--- config.mk ---
export PLATFORM = sky130hd
export DESIGN_NAME = uart_fifo_irq_ctrl
export DESIGN_NICKNAME = d
export VERILOG_FILES = /design/src/rtl/uart_irq_pkg.sv /design/src/rtl/uart_rx_trig_decode.sv /design/src/rtl/uart_irq_src_eval.sv /design/src/rtl/uart_tx_line_status.sv /design/src/rtl/uart_fifo_irq_ctrl.sv
export SDC_FILE = /design/constraint.sdc
export NUM_CORES = 1
export LEC_CHECK = 0
export ABC_CLOCK_PERIOD_IN_PS = 1800
export BUFFER_PORTS_ARGS = -buffer_cell sky130_fd_sc_hd__buf_2
export CAP_MARGIN = 20
export CORE_AREA = 2 2 39 41
export DETAILED_ROUTE_END_ITERATION = 8
export DIE_AREA = 0 0 41 43
export PLACE_DENSITY_LB_ADDON = 0.1
export SLEW_MARGIN = 20
export SYNTH_ARGS = -nofsm -noshare
export SYNTH_HDL_FRONTEND = slang
export SYNTH_SLANG_ARGS = --single-unit
--- constraint.sdc ---
create_clock -name clk -period 1.8 [get_ports clk]
set_clock_uncertainty 0.1 [all_clocks]
set_input_delay 0.27 -clock clk [delete_from_list [all_inputs] [get_ports clk]]
set_output_delay 0.27 -clock clk [all_outputs]
set_load 0.05 [all_outputs]
--- src/rtl/uart_irq_pkg.sv ---
// Shared types for the UART FIFO interrupt controller.
// Assumes: occupancy counts are unsigned and never exceed the FIFO depth.
package uart_irq_pkg;

    // Receive trigger select codes; the numeric value is the register field.
    typedef enum logic [1:0] {
        TRIG_SEL_LO   = 2'd0,
        TRIG_SEL_MLO  = 2'd1,
        TRIG_SEL_MHI  = 2'd2,
        TRIG_SEL_HI   = 2'd3
    } trig_sel_e;

    // Index of each interrupt source in the pending/enable vectors.
    localparam int SRC_TX  = 0;
    localparam int SRC_RX  = 1;
    localparam int NUM_SRC = 2;

endpackage

--- src/rtl/uart_rx_trig_decode.sv ---
// Receive trigger level decoder.
// Maps the 2-bit select field onto a character count threshold.
// Assumes: the level parameters fit in CNT_W bits.
module uart_rx_trig_decode
    import uart_irq_pkg::*;
#(
    parameter int CNT_W  = 5,
    parameter int LVL_0  = 1,
    parameter int LVL_1  = 4,
    parameter int LVL_2  = 8,
    parameter int LVL_3  = 14
) (
    input  trig_sel_e          sel,
    output logic [CNT_W-1:0]   level
);

    // Select the threshold for the programmed code.
    always_comb begin
        unique case (sel)
            TRIG_SEL_LO:  level = CNT_W'(LVL_0);
            TRIG_SEL_MLO: level = CNT_W'(LVL_1);
            TRIG_SEL_MHI: level = CNT_W'(LVL_2);
            default:      level = CNT_W'(LVL_3);
        endcase
    end

endmodule

--- src/rtl/uart_irq_src_eval.sv ---
// Interrupt source evaluator.
// Produces the raw (ungated) transmit and receive pending conditions for
// either the per-character policy or the block threshold policy.
// Assumes: counts lie in 0..FIFO_DEPTH; block_mode is already qualified by
// the FIFO enable.
module uart_irq_src_eval
    import uart_irq_pkg::*;
#(
    parameter int FIFO_DEPTH = 16,
    parameter int CNT_W      = $clog2(FIFO_DEPTH + 1)
) (
    input  logic               block_mode,
    input  logic [CNT_W-1:0]   tx_count,
    input  logic [CNT_W-1:0]   rx_count,
    input  logic [CNT_W-1:0]   rx_level,
    output logic [NUM_SRC-1:0] pend
);

    localparam logic [CNT_W-1:0] FULL_CNT = CNT_W'(FIFO_DEPTH);

    logic chr_tx, chr_rx, blk_tx, blk_rx;

    // Per-character conditions: drained transmitter, any received character.
    always_comb begin
        chr_tx = (tx_count == '0);
        chr_rx = (rx_count != '0);
    end

    // Block conditions: free transmit slot, receive occupancy above trigger.
    always_comb begin
        blk_tx = (tx_count < FULL_CNT);
        blk_rx = (rx_count > rx_level);
    end

    // Pick the policy selected by the mode bit.
    always_comb begin
        pend         = '0;
        pend[SRC_TX] = block_mode ? blk_tx : chr_tx;
        pend[SRC_RX] = block_mode ? blk_rx : chr_rx;
    end

endmodule

--- src/rtl/uart_tx_line_status.sv ---
// Transmitter line status flags (room available, fully idle).
// Registered; reset reports an empty, idle transmitter.
// Assumes: with FIFOs disabled the transmit path is a single holding slot.
module uart_tx_line_status #(
    parameter int FIFO_DEPTH = 16,
    parameter int CNT_W      = $clog2(FIFO_DEPTH + 1)
) (
    input  logic             clk,
    input  logic             rst_n,
    input  logic             fifo_en,
    input  logic [CNT_W-1:0] tx_count,
    input  logic             tsr_busy,
    output logic             room_q,
    output logic             idle_q
);

    localparam logic [CNT_W-1:0] FULL_CNT = CNT_W'(FIFO_DEPTH);

    logic room_d, idle_d;

    // Free slot: below depth in FIFO mode, empty holding slot otherwise.
    always_comb begin
        room_d = fifo_en ? (tx_count < FULL_CNT) : (tx_count == '0);
        idle_d = (tx_count == '0) && !tsr_busy;
    end

    // Register both flags with synchronous reset.
    always_ff @(posedge clk) begin
        if (!rst_n) begin
            room_q <= 1'b1;
            idle_q <= 1'b1;
        end else begin
            room_q <= room_d;
            idle_q <= idle_d;
        end
    end

endmodule

--- src/rtl/uart_fifo_irq_ctrl.sv ---
// UART FIFO interrupt mode controller (top).
// Combines the trigger decode, the source evaluator and the enable gating
// into one registered interrupt line, plus the transmitter status flags.
// Assumes: counts come from the FIFO logic in the same clock domain.
module uart_fifo_irq_ctrl
    import uart_irq_pkg::*;
#(
    parameter int FIFO_DEPTH = 16,
    parameter int LVL_0      = 1,
    parameter int LVL_1      = 4,
    parameter int LVL_2      = 8,
    parameter int LVL_3      = 14,
    parameter int CNT_W      = $clog2(FIFO_DEPTH + 1)
) (
    input  logic             clk,
    input  logic             rst_n,
    input  logic             fifo_en,
    input  logic             dma_mode,
    input  logic [1:0]       rx_trig_sel,
    input  logic             ier_tx,
    input  logic             ier_rx,
    input  logic [CNT_W-1:0] tx_count,
    input  logic [CNT_W-1:0] rx_count,
    input  logic             tsr_busy,
    output logic             irq,
    output logic             lsr_thr_room,
    output logic             lsr_tx_idle
);

    logic               block_mode;
    logic [CNT_W-1:0]   rx_level;
    logic [NUM_SRC-1:0] pend;
    logic [NUM_SRC-1:0] ena;
    logic [NUM_SRC-1:0] gated;
    logic               irq_d;

    // Block mode only applies while the FIFOs are enabled.
    always_comb block_mode = fifo_en & dma_mode;

    // Gather the enable bits into source order.
    always_comb begin
        ena         = '0;
        ena[SRC_TX] = ier_tx;
        ena[SRC_RX] = ier_rx;
    end

    uart_rx_trig_decode #(
        .CNT_W (CNT_W),
        .LVL_0 (LVL_0),
        .LVL_1 (LVL_1),
        .LVL_2 (LVL_2),
        .LVL_3 (LVL_3)
    ) u_trig (
        .sel   (trig_sel_e'(rx_trig_sel)),
        .level (rx_level)
    );

    uart_irq_src_eval #(
        .FIFO_DEPTH (FIFO_DEPTH),
        .CNT_W      (CNT_W)
    ) u_src (
        .block_mode (block_mode),
        .tx_count   (tx_count),
        .rx_count   (rx_count),
        .rx_level   (rx_level),
        .pend       (pend)
    );

    // Gate each source by its own enable.
    for (genvar s = 0; s < NUM_SRC; s++) begin : g_gate
        always_comb gated[s] = pend[s] & ena[s];
    end

    // Any enabled pending source requests service.
    always_comb irq_d = |gated;

    // Register the interrupt line.
    always_ff @(posedge clk) begin
        if (!rst_n) irq <= 1'b0;
        else        irq <= irq_d;
    end

    uart_tx_line_status #(
        .FIFO_DEPTH (FIFO_DEPTH),
        .CNT_W      (CNT_W)
    ) u_lsr (
        .clk      (clk),
        .rst_n    (rst_n),
        .fifo_en  (fifo_en),
        .tx_count (tx_count),
        .tsr_busy (tsr_busy),
        .room_q   (lsr_thr_room),
        .idle_q   (lsr_tx_idle)
    );

endmodule

==> metrics, run 1 <==
status=completed; # nets final=81; row count=14; unrepaired setup endpoints after global routing=no; share of cells above drive strength 1=0.456; CTS tree=built; first-pass GRT wire length=approximately 940 µm; max_cap viols=0; max-slew violations=0; actual slew at the worst max-slew pin=0.248 ns; H-tree depth=1; CTS Buf Count=3; Setup CP Type=input pin to flop; die width=around 40 µm; Hold-fix buffers, CTS=0; synthesized instance count=32; routed wire length=636 µm; fin crit period=1.49 ns; TritonRoute pass-1 iters=1; Post-synth EDFFs=0; FMAX=670 MHz; core area=1380 µm²; ratio of routed vias to standard cells=4.10; crit end category=flop; Iteration-0 DRC Markers=0; # setup viols final=0; Yosys warning count=0; Post-CTS Setup Repair Bufs=0; Worst setup SP type=input pin; Detail Route Antenna Nets=0; final hold viol count=0; syn_nets=55; Synth cell types=18; Async S/R FF share, synth=0; average wire per standard cell=8.71 µm; LEAKAGE=0.229 nW; drc violations=0; Crit Path Max Fanout=3; CTS resizes=0; Hold/Removal Path Class=input pin to flop; Port Buf Inserts=21; initial cell density of the core=0.184; power per cell area=663 nW/µm²; vias in the first global route=approximately 260; Final Wtd Congestion=0.650; Clock transition at path regs=0.04 ns; FF+latch count, synth=3; final hold slack=0.129 ns; Die Ht=~43 µm; syn_area_per_cell=7.94 µm²; sequential fraction of the synthesis area=0.236; grt total ovfl=0; Arr. time, crit path=1.51 ns; fillers=156; CP required=1.82 ns; fin cells=73; Post-synth top flop=dfxtp_1; Ports=22; Total Routing Usage GR=0.0809; largest net degree at the start of global routing=4; Antenna diodes=0; Synth-to-Final Area Change=59.6%; total die area=1760 µm²; synthesized area=254 µm²; total negative slack=0 ns; Worst slew margin=0.836; crit share post-route=0.829; Clock Tree Buf Depth=2; initial antenna violation count=0; Root Driver=clkbuf_4; Via Count=299; worst vdd ir=0.115 mV; Clock Sinks=3; dpl cells=69
## flip-flops by register name, summed over array words and instances, names as in the netlist
signal / cells
irq: 1
u_lsr.idle_q: 1
u_lsr.room_q: 1
## logic make-up after synthesis
| logic type | count (synthesis) | synth area share |
|---|---|---|
| fa+ha+maj | 4 | 0.197 |
| flops | 3 | 0.236 |
| simple gates | 14 | 0.310 |
| buf+inv | 4 | 0.0591 |
| compound gates | 7 | 0.197 |
## cells in the mapped netlist (2+ instances only)
master / number / share of area
nor3_1: 2 / 0.039
nand2b_1: 2 / 0.049
nor2_1: 3 / 0.044
nand2_1: 3 / 0.044
ha_1: 4 / 0.20
dfxtp_1: 3 / 0.24
inv_1: 4 / 0.059
## cell type report
type | instances | area, µm² | area share
Sequential cell | 3 | 60.1 | 0.148
Clock buffer | 4 | 26.3 | 0.0648
Inverter | 4 | 15.0 | 0.0370
Multi-Input combinational cell | 25 | 179 | 0.441
Tap cell | 16 | 20.0 | 0.0494
Timing Repair Buffer | 21 | 105 | 0.259
## cells in the final DEF, fill, tap and decap left out, types with 2 or more instances in the layout
cell type	synthesis	routed
inv_1	4	4
nand2_1	3	3
dfxtp_1	3	3
ha_1	4	4
clkbuf_4	0	3
buf_2	0	21
nand2b_1	2	2
nor2_1	3	3
nor3_1	2	2
## report_power, final
part           switching [mW]  internal (mW)
Combinational          0.0439         0.0339
Clock                  0.0352         0.0831
Sequential           0.000786         0.0717
Total                  0.0800          0.189
## stage by stage
stage / utilization / cell area (µm²) / total power [mW] / setup slack [ns]
global placement: 0.274 / 379 / 0.153 / 0.0474
global route: 0.293 / 405 / 0.286 / 0.224
CTS: 0.293 / 405 / 0.275 / 0.300
floorplan: - / 254 / 0.120 / 0.268
finish: 0.293 / 405 / 0.269 / 0.308
detailed placement: 0.274 / 379 / 0.153 / 0.0455
## layer usage
layer  GRT usage  part of all wire
met3           0             0.064
met4       0.100                 0
met5           0                 0
met1      0.0918              0.42
met2       0.116              0.51
## worst max-delay path, stage by stage
cell and delay (ns):
buf_2 0.10, inv_1 0.04, ha_1 0.31, a21o_1 0.19, a211oi_1 0.24, nor3_1 0.07, o31a_1 0.29
## final timing paths
| kind | cells after the start | end | startpoint |
|---|---|---|---|
| worst max-delay path | 7 | irq$_SDFF_PN0_ | rx_trig_sel[0] |
| worst min-delay path | 2 | u_lsr.idle_q$_SDFF_PN1_ | tsr_busy |
Note: power is estimated with default switching activity, not from simulation.
==> inputs of run 2 (changes only) <==
- ABC_AREA: unset -> 1
- ABC_CLOCK_PERIOD_IN_PS: 1800 -> 1370
- clock period: 1.8 -> 1.37 ns (I/O delays scaled with it)
==> run 2 against run 1 <==
Utilization rose by 2.8 points; die area stayed put; count of clock-buffer cells in the layout stayed put; cell area increased by 9.6%; total power rose by 30%; via count up 17%; worst hold slack lost 0.065 ns; setup slack worse by 0.052 ns; synthesized cell count grew 53%; final cell count is 23% higher; wire length down 3.0%; synthesized area up 15%.
==> metrics, run 2 <==
status=completed; pre-CTS setup slack=0.0127 ns (-0.0329 ns); Worst slew margin=0.837 (about the same); Clock transition at path regs=0.04 ns (about the same); cell taking the most area after synthesis=dfxtp_1; Setup CP Type=input pin to flop; max_cap viols=0 (unchanged); Final Wtd Congestion=0.728 (+12%); Antenna diodes=0 (unchanged); most frequent cells in the layout=21 x buf_2, 13 x nand2_1, 12 x inv_1; Hold-fix buffers, CTS=0 (unchanged); CTS resizes=0 (unchanged); commonest non-fill, non-tap cell in the layout=buf_2; average wire per standard cell=6.86 µm (-21%); largest net degree at the start of global routing=4 (unchanged); routed wire length=617 µm (-3.0%); unrepaired setup endpoints after global routing=no; # nets final=98 (+21%); initial cell density of the core=0.212 (+0.0280); Logic pwr share=0.303 (+0.013); final hold viol count=0 (unchanged); worst vdd ir=0.147 mV (+28%); ratio of routed vias to standard cells=3.88 (-5.3%); crit path from=rx_trig_sel[1]; Via Count=349 (+17%); Synth-to-Final Area Change=51.7%; sequential fraction of the synthesis area=0.205 (-0.0313); leading post-synthesis cells by instance count=13 x nand2_1, 12 x inv_1, 8 x nor2_1, 4 x ha_1, 3 x dfxtp_1; Post-synth top flop=dfxtp_1; vias in the first global route=325 (+24%); Total Routing Usage GR=0.0909 (+0.00999); total die area=1760 µm² (unchanged); crit end category=flop; initial antenna violation count=0 (unchanged); synthesized area=293 µm² (+15%); Port Buf Inserts=21 (unchanged); grt total ovfl=0 (unchanged); Hold/Removal Path Class=input pin to flop; CP Cell Sequence=buf_2, inv_1, ha_1, inv_1, nor2_2, nand3_1, nand2_1, nand2_1, nand2_1, nand2_1, a21oi_2; Synth cell types=13 (-5); Post-CTS Setup Repair Bufs=0 (unchanged); max-slew violations=0 (unchanged); drc violations=0 (unchanged); Arr. time, crit path=1.18 ns (-0.33 ns); CTS tree=built; final hold slack=0.0646 ns (-0.0647 ns); slowest cell delay on critical path=0.29 ns (-0.02 ns); FF+latch count, synth=3 (unchanged); Net Sw Frac=0.297 (-0.00113); Top delay family on crit path=simple AND/OR/NAND/NOR gates; slowest library cell on the worst path=ha_1; first-pass GRT wire length=1.11 mm (+18%); actual slew at the worst max-slew pin=0.247 ns (-0.00118 ns); syn_nets=72 (+31%); share of cells above drive strength 1=0.351 (-0.105); Pint=0.246 mW (+31%); share of Yosys cell area claimed by the top area cell type=0.205 (-0.0313); Buf/Inv on CP=3 (+1); worst setup margin=0.255 ns (-0.0521 ns); main area contributors after synthesis=dfxtp_1 21%, ha_1 17%, nand2_1 17%; Crit Path Max Fanout=3 (unchanged); Detail Route Antenna Nets=0 (unchanged); TritonRoute pass-1 iters=2 (+1); H-tree depth=1 (unchanged); switching power=0.104 mW (+30%); hold_sp=tsr_busy; crit share post-route=0.814; total negative slack=0 ns (unchanged); CTS Buf Count=3 (unchanged); FMAX=897 MHz; Async S/R FF share, synth=0 (unchanged); Post-synth EDFFs=0 (unchanged); hpwl dp=579 µm; Die Ht=43 µm (unchanged); Ports=22 (unchanged); die width=41 µm (unchanged); Iteration-0 DRC Markers=4 (+4); critical path's most frequent cell=nand2_1; Clock Tree Buf Depth=2 (unchanged); largest registers=irq x1, u_lsr.idle_q x1, u_lsr.room_q x1; Root Driver=clkbuf_4; core area=1380 µm² (unchanged); Seq pwr share=0.270 (about the same); syn_area_per_cell=5.98 µm² (-25%); synthesized instance count=49 (+53%); fin crit period=~1.1 ns; Yosys warning count=0 (unchanged); Clock Sinks=3 (unchanged); # setup viols final=0 (unchanged); LEAKAGE=0.280 nW (+23%); Clock power frac=0.427 (-0.014); power per cell area=788 nW/µm² (+19%); CP required=1.43 ns (-0.39 ns); Worst setup SP type=input pin; row count=14 (unchanged); most frequent cell after synthesis=nand2_1
==> run 2: cell types whose count changed in the layout (fill, tap and decap cells not counted), moves of 2 or more <==
| cell | change |
|---|---|
| nand2_1 | +10 |
| inv_1 | +8 |
| nor2_1 | +5 |
| nand2b_1 | -2 |
| nand3_1 | +2 |
| nor3_1 | -2 |
==> run 2: final timing paths <==
check                                     end  slack, ns  cells past startpoint
worst max-delay path           irq$_SDFF_PN0_       0.26                     11
worst min-delay path  u_lsr.idle_q$_SDFF_PN1_       0.06                      2
==> run 2: cells by family after synthesis <==
kind of cell | count (synthesis) | synth area share
flops | 3 | 0.205
simple gates | 25 | 0.346
fa+ha+maj | 4 | 0.171
compound gates | 5 | 0.124
buf+inv | 12 | 0.154
==> run 2: stage by stage <==
| stage | power [mW] | cell area (µm²) | instances | util |
|---|---|---|---|---|
| 6_report | 0.350 | 444 | 90 | 0.321 |
| 5_1_grt | 0.381 | 444 | 90 | 0.321 |
| 2_1_floorplan | 0.161 | 293 | 49 | - |
| 3_3_place_gp | 0.204 | 418 | 86 | 0.302 |
| 4_1_cts | 0.361 | 444 | 90 | 0.321 |
| 3_5_place_dp | 0.204 | 418 | 86 | 0.302 |
==> run 2: layer usage <==
metal,routed length [µm],part of all wire,GRT usage,vias to the layer above
met2,294,0.48,0.128,9
met4,0,0,0.0800,0
li1,-,-,-,197
met1,275,0.45,0.117,143
met3,47,0.076,0.00524,0
met5,0,0,0,-
==> run 2: power by group through the flow <==
stage	Combinational, mW	Clock [mW]	Sequential, mW
after floorplan	0.0440	0	0.117
after global placement	0.108	0	0.0959
after detailed placement	0.108	0	0.0960
after CTS	0.108	0.158	0.0947
after global routing	0.123	0.162	0.0961
final	0.106	0.150	0.0947
==> run 2: final cells by class <==
| type | instances | area [µm²] |
|---|---|---|
| clock buffer | 4 | 26.3 |
| sequential | 3 | 60.1 |
| multi-input combinational | 34 | 188 |
| fill | 159 | 940 |
| tap | 16 | 20.0 |
| inverter | 12 | 45.0 |
| timing repair buffer | 21 | 105 |
==> inputs of run 3 (changes only) <==
- ABC_CLOCK_PERIOD_IN_PS: 1370 -> 1000
- clock period: 1.37 -> 1 ns (I/O delays scaled with it)
==> run 3 against run 2 <==
Setup slack lost 0.24 ns; combinational power increased by 90%; flip-flop and latch count unchanged; sequential share of layout area down 2.8 points; sequential power up 38%; die area unchanged; largest cell class unchanged; largest power group unchanged.
==> metrics, run 3 (synthesized netlist as in run 2, its figures left out) <==
ratio of routed vias to standard cells=3.90 (+0.63%); slowest cell delay on critical path=0.27 ns (-0.02 ns); Via Count=359 (+2.9%); Worst setup SP type=input pin; Setup CP Type=input pin to flop; first-pass GRT wire length=1.04 mm (-6.2%); Hold/Removal Path Class=input pin to flop; max_cap viols=0 (unchanged); Final Wtd Congestion=0.731 (+0.41%); crit share post-route=0.989; row count=14 (unchanged); initial cell density of the core=0.212 (unchanged); Top delay family on crit path=simple AND/OR/NAND/NOR gates; Post-CTS Setup Repair Bufs=0 (unchanged); worst vdd ir=0.541 mV (+270%); grt total ovfl=0 (unchanged); dpl cells=88 (+2.3%); Die Ht=43 µm (unchanged); initial antenna violation count=0 (unchanged); # nets final=100 (+2.0%); worst setup margin=0.0108 ns (-0.245 ns); power per cell area=964 nW/µm² (+22%); hpwl dp=576 µm (-0.62%); # setup viols final=0 (unchanged); fin crit period=0.989 ns; largest registers=irq x1, u_lsr.idle_q x1, u_lsr.room_q x1; most frequent cells in the layout=16 x buf_2, 12 x nand2_1, 8 x nor2_1, 8 x inv_1, 4 x buf_4; die width=41 µm (unchanged); Root Driver=clkbuf_4; CP required=1.07 ns (-0.36 ns); Seq pwr share=0.243 (-0.027); Synth-to-Final Area Change=91.0%; total die area=1760 µm² (unchanged); CTS Buf Count=3 (unchanged); Clock transition at path regs=0.04 ns (about the same); max-slew violations=0 (unchanged); critical path's most frequent cell=nand2_1; CTS tree=built; Clock Tree Buf Depth=2 (unchanged); Pint=0.373 mW (+51%); status=completed; switching power=0.167 mW (+61%); Clock power frac=0.384 (-0.043); pre-CTS setup slack=-0.372 ns (-0.384 ns); Net Sw Frac=0.309 (+0.0126); Buf/Inv on CP=2 (-1); commonest non-fill, non-tap cell in the layout=buf_2; slowest library cell on the worst path=ha_4; crit path capture=irq$_SDFF_PN0_; Port Buf Inserts=21 (unchanged); crit end category=flop; Total Routing Usage GR=0.0870 (-0.00391); CP Cell Sequence=buf_2, ha_4, inv_2, nor2_4, nand3_2, nand2_1, nand2_1, nand2_1, nand2_1, a21oi_2; routed wire length=707 µm (+15%); fin cells=92 (+2.2%); LEAKAGE=0.305 nW (+8.8%); Crit Path Max Fanout=3 (unchanged); actual slew at the worst max-slew pin=0.202 ns (-0.0450 ns); Ports=22 (unchanged); Worst slew margin=0.865 (+0.0283); unrepaired setup endpoints after global routing=yes; share of cells above drive strength 1=0.487 (+0.135); FMAX=1010 MHz; Detail Route Antenna Nets=0 (unchanged); core area=1380 µm² (unchanged); Logic pwr share=0.373 (+0.070); crit path from=rx_count[3]; final hold viol count=0 (unchanged); Antenna diodes=0 (unchanged); average wire per standard cell=7.68 µm (+12%); drc violations=0 (unchanged); vias in the first global route=302 (-7.1%); largest net degree at the start of global routing=4 (unchanged); TritonRoute pass-1 iters=3 (+1); Arr. time, crit path=1.05 ns (-0.13 ns); Clock Sinks=3 (unchanged); critical path depth=10 (-1); H-tree depth=1 (unchanged); Iteration-0 DRC Markers=3 (-1)
run 3: cell count changes in the layout (fill, tap and decap cells not counted), sizes merged:
cell | previous run | this run
buf | 21 | 23
run 3: routing by layer:
| layer | vias up | global-route usage | share of wire |
|---|---|---|---|
| met2 | 10 | 0.134 | 0.46 |
| met1 | 144 | 0.102 | 0.47 |
| met3 | 0 | 0.0314 | 0.066 |
| met5 | - | 0 | 0 |
| li1 | 205 | - | - |
| met4 | 0 | 0.0400 | 0 |
run 3: how the worst min path moves through the flow:
stage          slack (ns)  depth (start not counted)                 endpoint  startpoint
3_5_place_dp         0.25                          2  u_lsr.idle_q$_SDFF_PN1_    tsr_busy
2_1_floorplan        0.12                          1  u_lsr.room_q$_SDFF_PN1_       rst_n
6_report             0.01                          2  u_lsr.idle_q$_SDFF_PN1_    tsr_busy
4_1_cts             0.005                          2  u_lsr.idle_q$_SDFF_PN1_    tsr_busy
5_1_grt              0.02                          2  u_lsr.idle_q$_SDFF_PN1_    tsr_busy
3_3_place_gp         0.25                          2  u_lsr.idle_q$_SDFF_PN1_    tsr_busy
run 3: final cells by class:
cell class | instances | area, µm²
flip-flops and latches | 3 | 60.1
well taps | 16 | 20.0
clock buffers | 4 | 26.3
inverters | 12 | 57.6
fillers | 155 | 825
repair buffers | 23 | 153
multi-input cells | 34 | 243
run 3: through the flow:
step	hold slack [ns]	area (µm²)	TNS, ns	power (mW)	util
final	0.00996	559	0	0.539	0.404
after global placement	0.250	458	-0.365	0.300	0.331
after global routing	0.0164	559	-0.0450	0.589	0.404
after floorplan	0.119	318	-0.0808	0.229	-
after detailed placement	0.247	458	-0.372	0.299	0.331
after CTS	0.00467	514	-0.0138	0.531	0.372
run 3: power by group through the flow:
stage	sequential (mW)	clock [mW]	combinational [mW]
5_1_grt	0.131	0.233	0.224
3_5_place_dp	0.132	0	0.167
4_1_cts	0.131	0.218	0.182
6_report	0.131	0.207	0.201
2_1_floorplan	0.160	0	0.0690
3_3_place_gp	0.132	0	0.168
run 3: timing repair:
item                       in CTS  in global routing
pin swaps                       0                  6
cloned                          0                  0
setup endpoints to repair       4                  2
hold buffers                    0                  0
gates resized for setup         7                 11
